File: src/rtl/burst_col_pkg.sv
package burst_col_pkg;

    localparam int WORD_W = 13;
    localparam int BA_W   = 2;
    localparam int LOW_W  = 3;   // log2 of the longest burst

    typedef struct packed {
        logic [5:0] opm;   // [12:7]
        logic [2:0] lat;   // [6:4]
        logic       ilv;   // [3]
        logic [2:0] len;   // [2:0]
    } mode_word_t;

    localparam mode_word_t MODE_RESET = '{opm: 6'd0, lat: 3'b010, ilv: 1'b0, len: 3'b001};

    function automatic logic len_ok(input logic [2:0] c);
        return (c == 3'b001) || (c == 3'b010) || (c == 3'b011);
    endfunction

    function automatic logic lat_ok(input logic [2:0] c);
        return (c == 3'b010) || (c == 3'b110) || (c == 3'b011);
    endfunction

    function automatic logic opm_ok(input logic [5:0] c);
        return (c == 6'b000000) || (c == 6'b000010);
    endfunction

    // Index of the final beat; reserved length codes run as two beats
    function automatic logic [LOW_W-1:0] beat_limit(input logic [2:0] c);
        case (c)
            3'b010:  return 3'd3;
            3'b011:  return 3'd7;
            default: return 3'd1;
        endcase
    endfunction

endpackage

File: src/rtl/burst_mode_reg.sv
module burst_mode_reg
    import burst_col_pkg::*;
(
    input  logic              clk,
    input  logic              rst,
    input  logic              ld_valid,
    input  logic [BA_W-1:0]   ld_ba,
    input  logic [WORD_W-1:0] ld_word,
    output logic [2:0]        len_code,
    output logic              ilv,
    output logic              bad
);
    mode_word_t word_q;

    always_ff @(posedge clk) begin
        if (rst)
            word_q <= MODE_RESET;
        else if (ld_valid && (ld_ba == '0))
            word_q <= mode_word_t'(ld_word);
    end

    assign len_code = word_q.len;
    assign ilv      = word_q.ilv;
    assign bad      = !(len_ok(word_q.len) && lat_ok(word_q.lat) && opm_ok(word_q.opm));
endmodule

File: src/rtl/burst_beat_seq.sv
module burst_beat_seq
    import burst_col_pkg::*;
#(
    parameter int COL_W = 10
) (
    input  logic             clk,
    input  logic             rst,
    input  logic             req,
    input  logic             req_write,
    input  logic [COL_W-1:0] req_col,
    input  logic [2:0]       len_code,
    input  logic             ilv,
    output logic             ready,
    output logic             active,
    output logic             last,
    output logic [LOW_W-1:0] idx,
    output logic [LOW_W-1:0] lim,
    output logic             ilv_q,
    output logic             write_q,
    output logic [COL_W-1:0] col_q
);
    logic at_end;

    assign at_end = (idx == lim);
    assign last   = active && at_end;
    assign ready  = !active || at_end;

    always_ff @(posedge clk) begin
        if (rst) begin
            active  <= 1'b0;
            idx     <= '0;
            lim     <= 3'd1;
            ilv_q   <= 1'b0;
            write_q <= 1'b0;
            col_q   <= '0;
        end else if (req && ready) begin
            active  <= 1'b1;
            idx     <= '0;
            lim     <= beat_limit(len_code);
            ilv_q   <= ilv;
            write_q <= req_write;
            col_q   <= req_col;
        end else if (active) begin
            if (at_end)
                active <= 1'b0;
            else
                idx <= idx + 3'd1;
        end
    end
endmodule

File: src/rtl/burst_col_map.sv
module burst_col_map
    import burst_col_pkg::*;
#(
    parameter int COL_W = 10
) (
    input  logic [COL_W-1:0] base,
    input  logic [LOW_W-1:0] idx,
    input  logic [LOW_W-1:0] lim,
    input  logic             ilv,
    output logic [COL_W-1:0] col
);
    logic [LOW_W-1:0] start;
    logic [LOW_W-1:0] step;

    assign start = base[LOW_W-1:0];
    assign step  = ilv ? (start ^ idx) : (start + idx);

    for (genvar b = 0; b < COL_W; b++) begin : g_bit
        if (b < LOW_W) begin : g_low
            assign col[b] = lim[b] ? step[b] : base[b];
        end else begin : g_high
            assign col[b] = base[b];
        end
    end
endmodule

File: src/rtl/burst_col_gen.sv
module burst_col_gen
    import burst_col_pkg::*;
#(
    parameter int COL_W = 10
) (
    input  logic              clk,
    input  logic              rst,
    input  logic              mrs_valid,
    input  logic [BA_W-1:0]   mrs_ba,
    input  logic [WORD_W-1:0] mrs_addr,
    input  logic              cmd_valid,
    input  logic              cmd_write,
    input  logic [COL_W-1:0]  cmd_col,
    output logic              cmd_ready,
    output logic              beat_valid,
    output logic [COL_W-1:0]  beat_col,
    output logic              beat_last,
    output logic              beat_write,
    output logic              mode_err
);
    logic [2:0]       len_code;
    logic             ilv;
    logic [LOW_W-1:0] idx;
    logic [LOW_W-1:0] lim;
    logic             ilv_q;
    logic [COL_W-1:0] col_q;

    burst_mode_reg u_mode (
        .clk      (clk),
        .rst      (rst),
        .ld_valid (mrs_valid),
        .ld_ba    (mrs_ba),
        .ld_word  (mrs_addr),
        .len_code (len_code),
        .ilv      (ilv),
        .bad      (mode_err)
    );

    burst_beat_seq #(.COL_W(COL_W)) u_seq (
        .clk       (clk),
        .rst       (rst),
        .req       (cmd_valid),
        .req_write (cmd_write),
        .req_col   (cmd_col),
        .len_code  (len_code),
        .ilv       (ilv),
        .ready     (cmd_ready),
        .active    (beat_valid),
        .last      (beat_last),
        .idx       (idx),
        .lim       (lim),
        .ilv_q     (ilv_q),
        .write_q   (beat_write),
        .col_q     (col_q)
    );

    burst_col_map #(.COL_W(COL_W)) u_map (
        .base (col_q),
        .idx  (idx),
        .lim  (lim),
        .ilv  (ilv_q),
        .col  (beat_col)
    );
endmodule

File: config.mk
export PLATFORM = sky130hd
export DESIGN_NAME = burst_col_gen
export DESIGN_NICKNAME = d
export VERILOG_FILES = /design/src/rtl/burst_col_pkg.sv /design/src/rtl/burst_mode_reg.sv /design/src/rtl/burst_beat_seq.sv /design/src/rtl/burst_col_map.sv /design/src/rtl/burst_col_gen.sv
export SDC_FILE = /design/constraint.sdc
export NUM_CORES = 1
export LEC_CHECK = 0
export ABC_AREA = 0
export CAP_MARGIN = 20
export CORE_UTILIZATION = 30
export DETAILED_ROUTE_END_ITERATION = 10
export DONT_BUFFER_PORTS = 1
export PLACE_DENSITY_LB_ADDON = 0.3
export SKIP_CTS_REPAIR_TIMING = 1
export SYNTH_ARGS = -nofsm -noshare
export SYNTH_HDL_FRONTEND = slang
export SYNTH_HIERARCHICAL = 1
export SYNTH_SLANG_ARGS = --single-unit
File: constraint.sdc
create_clock -name clk -period 2 [get_ports clk]
set_input_delay 0.3 -clock clk [delete_from_list [all_inputs] [get_ports clk]]
set_output_delay 0.3 -clock clk [all_outputs]
set_load 0.01 [all_outputs]
==> metrics.json, run 1 <==
{
  "report.final.slew_viol_count": 0,
  "synth_async_sr_flop_share": 0,
  "netlist-cell-type-count": 37,
  "critPathLaunchType": "flop",
  "initial_utilization": 0.310,
  "hpwlAfterDp_um": 1940,
  "final-setup-viol-count": 0,
  "clk_path_buf_depth": 2,
  "layout.cells.most_common": "nand2b_1",
  "largest_cells_by_area_after_synthesis": "dfxtp_1 (35%), nand2b_1 (17%), mux2i_1 (16%)",
  "syn-instance-count": 171,
  "status": "complete, no violations",
  "ff2ff_setup_slack_ns": 0.24,
  "data_required_time_at_the_worst_endpoint_ns": 1.70,
  "pre_cts_ws_ns": 0.204,
  "num_vias": 1074,
  "placeableCoreArea_mm2": 0.00551,
  "power.internal_mw": 0.999,
  "wl_per_cell_um": 12.0,
  "grt_usage": 0.102,
  "power.ir.vdd_worst_mv": 0.239,
  "cts.sinks": 30,
  "cellLeakagePower_nw": 0.691,
  "maximum_number_of_pins_on_one_net_before_global_route_repair": 60,
  "drt-total-wl_um": 2860,
  "power.share.clock": 0.376,
  "design.die.area_mm2": 0.00599,
  "yosysTopAreaCell": "dfxtp_1",
  "power.density_mw_per_mm2": 723,
  "route.antenna.remaining_nets": 0,
  "first_iter_violations": 25,
  "antenna_found_initial": 0,
  "boundaryPins": 45,
  "final_layout_size_suffix_gt1_frac": 0.205,
  "yosys_warnings": 6,
  "clk_root_buffer_cell": "clkbuf_8",
  "synth-seq-area-share": 0.352,
  "setup_slack_ns": 0.0704,
  "chipWidth_um": 77.4,
  "most-common-layout-cells": "nand2b_1 (47), dfxtp_1 (28), mux2i_1 (27)",
  "clkTransAtPathRegs_ns": 0.07,
  "power_total_mw": 1.33,
  "antenna-diode-count": 0,
  "tritonroute_pass_1_iters": 4,
  "fin_skew_ns": 0.00385,
  "timing.critical_path.arrival_ns": 1.63,
  "ys_seq_elements": 30,
  "htree_num_levels": 2,
  "postSynthNetCount": 205,
  "first_global_vias": 1084,
  "final_util": 0.334,
  "worst-slew-pin-transition_ns": 0.498,
  "max-cap-violations": 0,
  "timing.fmax_ghz": 0.518,
  "rows": 27,
  "fp.dieH_um": 77.4,
  "report.final.hold_viol_count": 0,
  "synth_edf_count": 0,
  "gp_routability_congestion": 0.675,
  "clk_latency_ns": 0.27,
  "switching_share": 0.249,
  "switchingPower_mw": 0.330,
  "combinationalPowerShare": 0.127,
  "vias_per_inst": 4.51,
  "sequential_share_of_power": 0.497,
  "synth_ff_type": "dfxtp_1",
  "drc": 0,
  "worstPathMaxFanout": 2,
  "final_period_minus_worst_setup_slack_ns": 1.93,
  "whs_ns": 0.0966,
  "syn_to_final_growth_pct": 7.70,
  "crit_path_end_kind": "output port",
  "fillCellCount": 588,
  "total_of_buffers_placed_on_input_and_output_ports": 0,
  "fin_crit_sh": 0.965,
  "yosys.area.top_type_share": 0.352,
  "syn_area_mm2": 0.00171,
  "slew_headroom": 0.666,
  "min_path_type": "input port to flop",
  "timing_worst_setup_path_type": "flop to output port",
  "overflow": 0,
  "tritoncts.num_buffers": 5,
  "num-nets-final": 199,
  "first_pass_grt_wire_length_um": 4820,
  "syn_area_per_cell_um2": 9.98,
  "clock_tree_from_tritoncts": "built"
}
-- final timing paths --
| kind | startpoint | endpoint | cells after the start |
|---|---|---|---|
| hold / removal | rst | u_seq/idx[0]$_SDFFE_PP0P_ | 1 |
| hold reg to reg | u_mode/word_q[10]$_SDFFE_PP0P_ | u_mode/word_q[10]$_SDFFE_PP0P_ | 2 |
| setup / recovery | u_seq/idx[0]$_SDFFE_PP0P_ | beat_col[2] | 6 |
| setup reg to reg | u_seq/idx[0]$_SDFFE_PP0P_ | u_seq/idx[2]$_SDFFE_PP0P_ | 6 |
-- synth_stat cells (all sizes together) (3+ instances only) --
cell type / n
xnor2: 3
ha: 3
inv: 8
nor2: 8
dfxtp: 30
buf: 13
nand2b: 47
or4bb: 3
clkbuf: 5
mux2i: 28
-- kinds of logic (layout without fill, tap and decap cells) --
family                     count (synthesis)  in the layout  share of synthesized area
adders and majority gates                  4              4                     0.0337
buffers and inverters                     26             21                     0.0946
other                                      1              1                    0.00220
muxes                                     29             29                      0.171
xor gates and xnor gates                   3              3                     0.0242
and+or+nand+nor                           67             67                      0.257
DFF                                       30             30                      0.352
AOI/OAI and AO/OA                         11             11                     0.0660
-- state kept, by name (all words and copies together) (netlist names) --
| signal | flops |
|---|---|
| u_seq/col_q | 10 |
| u_mode/word_q | 8 |
| u_mode/len_code | 3 |
| u_seq/idx | 3 |
| u_seq/lim | 2 |
| u_mode/ilv | 1 |
| u_seq/active | 1 |
| u_seq/ilv_q | 1 |
| u_seq/write_q | 1 |
-- stage by stage --
stage,setup TNS [ns],cell area [um2],std cells
floorplan,0,1710,171
global placement,0,1700,229
detailed placement,0,1700,229
CTS,-0.116,1790,237
global route,-0.00361,1840,238
finish,0,1840,238
-- power by group through the flow --
| stage | registers, mW | clock network, mW | logic (mW) |
|---|---|---|---|
| finish | 0.661 | 0.499 | 0.169 |
| global placement | 0.672 | 0 | 0.158 |
| floorplan | 0.664 | 0 | 0.170 |
| global route | 0.665 | 0.555 | 0.188 |
| CTS | 0.659 | 0.527 | 0.161 |
| detailed placement | 0.673 | 0 | 0.159 |
-- routing by layer --
layer,vias to the layer above,global-route usage,wire length [um]
met4,0,0.0509,38
met2,29,0.160,1270
li1,547,-,-
met3,5,0.0435,183
met5,-,0,0
met1,493,0.119,1370
-- worst max-delay path, cell delays in order, from the launching register on --
cell     delay, ns
dfxtp_2       0.35
ha_4          0.13
inv_2         0.03
fa_2          0.34
o21a_1        0.18
o21ai_2       0.15
xnor2_2       0.16
-- final cells by class --
class	instances	area [um2]	share of cell area
Multi-Input combinational cell	115	986	0.536
Sequential cell	30	603	0.328
Tap cell	72	90.1	0.0490
Clock buffer	7	86.3	0.0470
Timing Repair Buffer	5	37.5	0.0204
Inverter	8	30.0	0.0163
Clock inverter	1	5.00	0.00272
No activity file was read; power rests on OpenSTA's default activity.
==> run 2, diff against run 1 <==
- PLACE_DENSITY: unset -> 0.48
- PLACE_DENSITY_LB_ADDON: 0.3 -> unset
==> run 2 against run 1 <==
- cell area decreased by 1.0%
- final cell count decreased by 0.84%
- flip-flop and latch count unchanged
- core utilization decreased by 0.34 points
- clock skew decreased by 0.00060 ns
- largest power group unchanged
- sequential power about the same
- hold slack improved by 0.011 ns
==> metrics.json, run 2 (synthesized netlist as in run 1, its figures left out) <==
{
  "setup_slack": {"value": 0.0435, "unit": "ns", "change": "-0.0269 ns"},
  "hpwlAfterDp": {"value": 2140, "unit": "um", "change": "+11%"},
  "data_required_time_at_the_worst_endpoint": {"value": 1.70, "unit": "ns", "change": "about the same"},
  "critical-path-top-delay-family": "adder cells",
  "total_of_buffers_placed_on_input_and_output_ports": {"value": 0, "change": "unchanged"},
  "rsz0062_at_grt": "true",
  "critical_path.reg2reg.endpoint": "u_seq/idx[2]$_SDFFE_PP0P_",
  "maximum_number_of_pins_on_one_net_before_global_route_repair": {"value": 60, "change": "unchanged"},
  "clk_latency": {"value": 0.27, "unit": "ns", "change": "about the same"},
  "crit_path_end_kind": "output port",
  "first_global_vias": {"value": 1097, "change": "+1.2%"},
  "num_vias": {"value": 1094, "change": "+1.9%"},
  "power.density": {"value": 714, "unit": "mW/mm2", "change": "-1.2%"},
  "num-nets-final": {"value": 199, "change": "unchanged"},
  "drc": {"value": 0, "change": "unchanged"},
  "sequential_share_of_power": {"value": 0.509, "change": "+0.012"},
  "critPathLaunchType": "flop",
  "cp_cell_sequence": "ha_4 -> inv_2 -> fa_2 -> o21a_1 -> o21ai_2 -> xnor2_2",
  "timing_worst_setup_path_type": "flop to output port",
  "worstPathMaxFanout": {"value": 2, "change": "unchanged"},
  "timing.fmax": {"value": 0.511, "unit": "GHz", "change": "-1.4%"},
  "layout.cells.most_common": "nand2b_1",
  "antenna-diode-count": {"value": 0, "change": "unchanged"},
  "final-setup-viol-count": {"value": 0, "change": "unchanged"},
  "power.ir.vdd_worst": {"value": 0.358, "unit": "mV", "change": "+50%"},
  "crit_buf_inv": {"value": 1, "change": "unchanged"},
  "rows": {"value": 27, "change": "unchanged"},
  "boundaryPins": {"value": 45, "change": "unchanged"},
  "timing.critical_path.arrival": {"value": 1.66, "unit": "ns", "change": "+0.03 ns"},
  "worstRegToRegCells": {"value": 5, "change": "-1"},
  "switching_share": {"value": 0.243, "change": "-0.00558"},
  "tritoncts.num_buffers": {"value": 5, "change": "unchanged"},
  "report.final.slew_viol_count": {"value": 0, "change": "unchanged"},
  "finalInstanceArea": {"value": 0.00182, "unit": "mm2", "change": "-1.0%"},
  "tritonroute_pass_1_iters": {"value": 4, "change": "unchanged"},
  "clkTransAtPathRegs": {"value": 0.06, "unit": "ns", "change": "about the same"},
  "largest_register_ff_count": {"value": 10, "change": "unchanged"},
  "most-common-layout-cells": "nand2b_1 (47), mux2i_1 (28), dfxtp_1 (28)",
  "power.internal": {"value": 0.984, "unit": "mW", "change": "-1.5%"},
  "critical_path.reg2reg.startpoint": "u_seq/idx[0]$_SDFFE_PP0P_",
  "cellLeakagePower": {"value": 0.683, "unit": "nW", "change": "-1.2%"},
  "drt-total-wl": {"value": 3100, "unit": "um", "change": "+8.1%"},
  "initial_utilization": {"value": 0.310, "change": "unchanged"},
  "clk_root_buffer_cell": "clkbuf_8",
  "first_iter_violations": {"value": 35, "change": "+40%"},
  "clock_tree_from_tritoncts": "built",
  "grt_usage": {"value": 0.108, "change": "+0.00534"},
  "cpPeakStageDelay": {"value": 0.35, "unit": "ns", "change": "about the same"},
  "htree_num_levels": {"value": 2, "change": "unchanged"},
  "gp_routability_congestion": {"value": 0.690, "change": "+2.2%"},
  "power.share.clock": {"value": 0.364, "change": "-0.012"},
  "whs_path_depth": {"value": 1, "change": "unchanged"},
  "pre_cts_ws": {"value": 0.241, "unit": "ns", "change": "+0.0376 ns"},
  "final_period_minus_worst_setup_slack": {"value": 1.96, "unit": "ns", "change": "+0.0269 ns"},
  "first_pass_grt_wire_length": {"value": 4970, "unit": "um", "change": "+3.2%"},
  "overflow": {"value": 0, "change": "unchanged"},
  "startpoint": "u_seq/idx[0]$_SDFFE_PP0P_",
  "registers.top_by_ff_count": "u_seq/col_q",
  "chipWidth": {"value": 77.4, "unit": "um", "change": "unchanged"},
  "final_layout_size_suffix_gt1_frac": {"value": 0.183, "change": "-0.0219"},
  "crit_path_top_delay_cell": "dfxtp_2",
  "min_path_type": "input port to flop",
  "max-cap-violations": {"value": 0, "change": "unchanged"},
  "min_from": "rst",
  "ff2ff_setup_slack": {"value": 0.30, "unit": "ns", "change": "+0.06 ns"},
  "syn_to_final_growth_pct": 6.60,
  "top_regs": "u_seq/col_q: 10 flops, u_mode/word_q: 8 flops",
  "combinationalPowerShare": {"value": 0.127, "change": "about the same"},
  "wl_per_cell": {"value": 13.1, "unit": "um", "change": "+9.1%"},
  "report.final.hold_viol_count": {"value": 0, "change": "unchanged"},
  "fin_skew": {"value": 0.00324, "unit": "ns", "change": "-0.000603 ns"},
  "fin_crit_sh": {"value": 0.978, "change": "+0.0134"},
  "placedInstanceArea": {"value": 0.00170, "unit": "mm2", "change": "unchanged"},
  "design.die.area": {"value": 0.00599, "unit": "mm2", "change": "unchanged"},
  "fp.dieH": {"value": 77.4, "unit": "um", "change": "unchanged"},
  "status": "complete, no violations",
  "route.antenna.remaining_nets": {"value": 0, "change": "unchanged"},
  "final_util": {"value": 0.330, "change": "-0.00341"},
  "vias_per_inst": {"value": 4.64, "change": "+2.7%"},
  "placeableCoreArea": {"value": 0.00551, "unit": "mm2", "change": "unchanged"},
  "min_delay_worst_endpoint": "u_seq/idx[0]$_SDFFE_PP0P_",
  "clk_path_buf_depth": {"value": 2, "change": "unchanged"},
  "switchingPower": {"value": 0.316, "unit": "mW", "change": "-4.4%"},
  "cts.sinks": {"value": 30, "change": "unchanged"},
  "antenna_found_initial": {"value": 0, "change": "unchanged"}
}
## run 2: cell count changes in the layout (fill, tap and decap cells not counted)
cell,previous run,this run
mux2i_2,1,0
a21oi_2,1,0
a21oi_1,0,1
clkinv_2,1,0
nor2_2,1,0
mux2i_1,27,28
nor2_1,7,8
clkbuf_1,1,0
## run 2: through the flow
step                power [mW]  hold WS (ns)  cells  setup TNS [ns]
floorplan                0.834         0.407    171               0
global placement         0.827         0.391    229               0
detailed placement       0.834         0.391    229               0
CTS                       1.32        0.0915    235         -0.0781
global route              1.38        0.0742    236         -0.0906
finish                    1.30         0.107    236               0
## run 2: per-layer routing
| metal | vias to the layer above | global-route usage | part of all wire |
|---|---|---|---|
| li1 | 549 | - | - |
| met1 | 510 | 0.125 | 0.44 |
| met2 | 29 | 0.173 | 0.49 |
| met3 | 6 | 0.0471 | 0.055 |
| met4 | 0 | 0.0415 | 0.013 |
| met5 | - | 0 | 0 |
## run 2: power groups by stage
stage	clock [mW]	sequential, mW	combinational [mW]
after global routing	0.531	0.665	0.182
after floorplan	0	0.664	0.170
after detailed placement	0	0.673	0.162
after CTS	0.501	0.659	0.162
final	0.473	0.662	0.165
after global placement	0	0.672	0.156
## run 2: worst max-delay path by stage
stage	end	slack, ns	cells past startpoint
floorplan	beat_col[2]	0.18	6
global placement	beat_col[2]	0.26	6
detailed placement	beat_col[2]	0.24	6
CTS	beat_col[2]	-0.08	6
global route	beat_col[2]	-0.05	6
finish	beat_col[2]	0.04	6
## run 2: final cells by class
class                   count  area [um2]
repair buffers              5        37.5
clock buffers               6        82.6
well taps                  72        90.1
inverters                   8        30.0
multi-input cells         115         976
fillers                   561        3690
flip-flops and latches     30         603
==> run 3, diff against run 2 <==
==> constraint.sdc (replaced) <==
create_clock -name clk -period 2 [get_ports clk]
set_input_delay 0.3 -clock clk [delete_from_list [all_inputs] [get_ports clk]]
set_output_delay 0.3 -clock clk [all_outputs]
set_load 0.02 [all_outputs]
==> run 3 against run 2 <==
- the run now ends with setup timing left
- die area stayed put
- routed wire length decreased by 2.3%
- final cell count increased by 0.42%
- critical endpoint unchanged
- via count is 1.7% higher
- worst setup slack lost 0.098 ns
- hold slack improved by 0.0025 ns
- sequential power up 2%
- global-route usage decreased by 0.12 points
- clock power decreased by 2%
- total power rose by 1.6%
==> metrics.json, run 3 (synthesized netlist as in run 1, its figures left out) <==
{
  "maximum_number_of_pins_on_one_net_before_global_route_repair": {"value": 60, "change": "unchanged"},
  "rows": {"value": 27, "change": "unchanged"},
  "fin_crit_sh": {"value": 1.03, "change": "+0.0488"},
  "rsz0062_at_grt": "true",
  "timing.critical_path.arrival": {"value": 1.75, "unit": "ns", "change": "+0.09 ns"},
  "tritonroute_pass_1_iters": {"value": 4, "change": "unchanged"},
  "chipWidth": {"value": 77.4, "unit": "um", "change": "unchanged"},
  "timing_worst_setup_path_type": "flop to output port",
  "crit_path_end_kind": "output port",
  "power.ir.vdd_worst": {"value": 0.353, "unit": "mV", "change": "-1.4%"},
  "layout.cells.most_common": "nand2b_1",
  "registers.top_by_ff_count": "u_seq/col_q",
  "grt_usage": {"value": 0.107, "change": "-0.00118"},
  "drc": {"value": 0, "change": "unchanged"},
  "drt-total-wl": {"value": 3030, "unit": "um", "change": "-2.3%"},
  "final_layout_size_suffix_gt1_frac": {"value": 0.200, "change": "+0.0171"},
  "design.die.area": {"value": 0.00599, "unit": "mm2", "change": "unchanged"},
  "critPathLaunchType": "flop",
  "placed_cells": {"value": 231, "change": "+0.87%"},
  "num_vias": {"value": 1113, "change": "+1.7%"},
  "cellLeakagePower": {"value": 0.683, "unit": "nW", "change": "about the same"},
  "setup_slack": {"value": -0.0540, "unit": "ns", "change": "-0.0975 ns"},
  "clk_path_buf_depth": {"value": 2, "change": "unchanged"},
  "data_required_time_at_the_worst_endpoint": {"value": 1.70, "unit": "ns", "change": "about the same"},
  "tritoncts.num_buffers": {"value": 5, "change": "unchanged"},
  "gp_routability_congestion": {"value": 0.708, "change": "+2.5%"},
  "cts.sinks": {"value": 30, "change": "unchanged"},
  "report.final.hold_viol_count": {"value": 0, "change": "unchanged"},
  "num-nets-final": {"value": 200, "change": "+0.50%"},
  "syn_to_final_growth_pct": 7.62,
  "most-common-layout-cells": "nand2b_1 (47), mux2i_1 (28), dfxtp_1 (28)",
  "first_global_vias": {"value": 1155, "change": "+5.3%"},
  "fp.dieH": {"value": 77.4, "unit": "um", "change": "unchanged"},
  "antenna-diode-count": {"value": 0, "change": "unchanged"},
  "wl_per_cell": {"value": 12.8, "unit": "um", "change": "-2.7%"},
  "hpwlAfterDp": {"value": 2130, "unit": "um", "change": "-0.65%"},
  "worstPathMaxFanout": {"value": 2, "change": "unchanged"},
  "min_path_type": "input port to flop",
  "route.antenna.remaining_nets": {"value": 0, "change": "unchanged"},
  "pre_cts_ws": {"value": 0.158, "unit": "ns", "change": "-0.0828 ns"},
  "top_regs": "u_seq/col_q: 10 flops, u_mode/word_q: 8 flops",
  "overflow": {"value": 0, "change": "unchanged"},
  "violations": "setup timing",
  "clk_latency": {"value": 0.27, "unit": "ns", "change": "about the same"},
  "power.density": {"value": 719, "unit": "mW/mm2", "change": "+0.65%"},
  "max-cap-violations": {"value": 0, "change": "unchanged"},
  "total_of_buffers_placed_on_input_and_output_ports": {"value": 0, "change": "unchanged"},
  "vias_per_inst": {"value": 4.70, "change": "+1.3%"},
  "final-setup-viol-count": {"value": 2, "change": "+2"},
  "clk_root_buffer_cell": "clkbuf_8",
  "clkTransAtPathRegs": {"value": 0.06, "unit": "ns", "change": "about the same"},
  "initial_utilization": {"value": 0.310, "change": "unchanged"},
  "final_cells": {"value": 237, "change": "+0.42%"},
  "fin_skew": {"value": 0.00432, "unit": "ns", "change": "+0.00107 ns"},
  "placeableCoreArea": {"value": 0.00551, "unit": "mm2", "change": "unchanged"},
  "boundaryPins": {"value": 45, "change": "unchanged"},
  "timing.fmax": {"value": 0.487, "unit": "GHz", "change": "-4.7%"},
  "status": "complete, but fails checks",
  "htree_num_levels": {"value": 2, "change": "unchanged"},
  "first_pass_grt_wire_length": {"value": 5020, "unit": "um", "change": "+1.1%"},
  "report.final.slew_viol_count": {"value": 0, "change": "unchanged"},
  "clock_tree_from_tritoncts": "built",
  "first_iter_violations": {"value": 50, "change": "+43%"},
  "largest_register_ff_count": {"value": 10, "change": "unchanged"},
  "final_period_minus_worst_setup_slack": {"value": 2.05, "unit": "ns", "change": "+0.0975 ns"},
  "antenna_found_initial": {"value": 0, "change": "unchanged"}
}
run 3: final cells by class:
type	instances	area, um2
Fill cell	562	3670
Multi-Input combinational cell	115	986
Sequential cell	30	603
Tap cell	72	90.1
Clock buffer	6	82.6
Timing Repair Buffer	6	45.0
Inverter	8	30.0
run 3: worst paths after layout:
check	startpoint	to	slack, ns	cells after the start
max	u_seq/idx[0]$_SDFFE_PP0P_	beat_col[2]	-0.05	7
min	rst	u_seq/idx[0]$_SDFFE_PP0P_	0.11	1
max reg2reg	u_seq/idx[0]$_SDFFE_PP0P_	u_seq/idx[2]$_SDFFE_PP0P_	0.33	5
min reg2reg	u_mode/ilv$_SDFFE_PP0P_	u_seq/ilv_q$_SDFFE_PP0P_	0.47	2
run 3: through the flow:
| step | power (mW) | hold WS [ns] | instance area (um2) | TNS, ns | utilization |
|---|---|---|---|---|---|
| 6_report | 1.32 | 0.110 | 1840 | -0.0776 | 0.334 |
| 5_1_grt | 1.40 | 0.0855 | 1840 | -0.267 | 0.334 |
| 4_1_cts | 1.35 | 0.0928 | 1790 | -0.232 | 0.326 |
| 3_5_place_dp | 0.858 | 0.392 | 1710 | 0 | 0.311 |
| 3_3_place_gp | 0.853 | 0.390 | 1710 | 0 | 0.311 |
| 2_1_floorplan | 0.855 | 0.407 | 1710 | 0 | - |
run 3: power breakdown:
| group | internal (mW) | leakage (nW) | switching [mW] |
|---|---|---|---|
| combinational | 0.0933 | 0.394 | 0.0896 |
| sequential | 0.631 | 0.246 | 0.0414 |
| clock | 0.265 | 0.0431 | 0.201 |
| total | 0.989 | 0.683 | 0.332 |
run 3: per-layer routing:
layer / vias up / GRT usage / part of all wire
met5: - / 0 / 0
met4: 0 / 0.0453 / 0.0063
met3: 2 / 0.0424 / 0.061
met2: 30 / 0.181 / 0.51
met1: 533 / 0.117 / 0.42
li1: 548 / - / -
run 3: worst max-delay path: stages (launching register included):
cell and delay (ns):
dfxtp_2 0.35, ha_4 0.13, inv_2 0.03, fa_2 0.34
o21a_1 0.19, o21ai_2 0.14, xnor2_1 0.13, buf_4 0.16
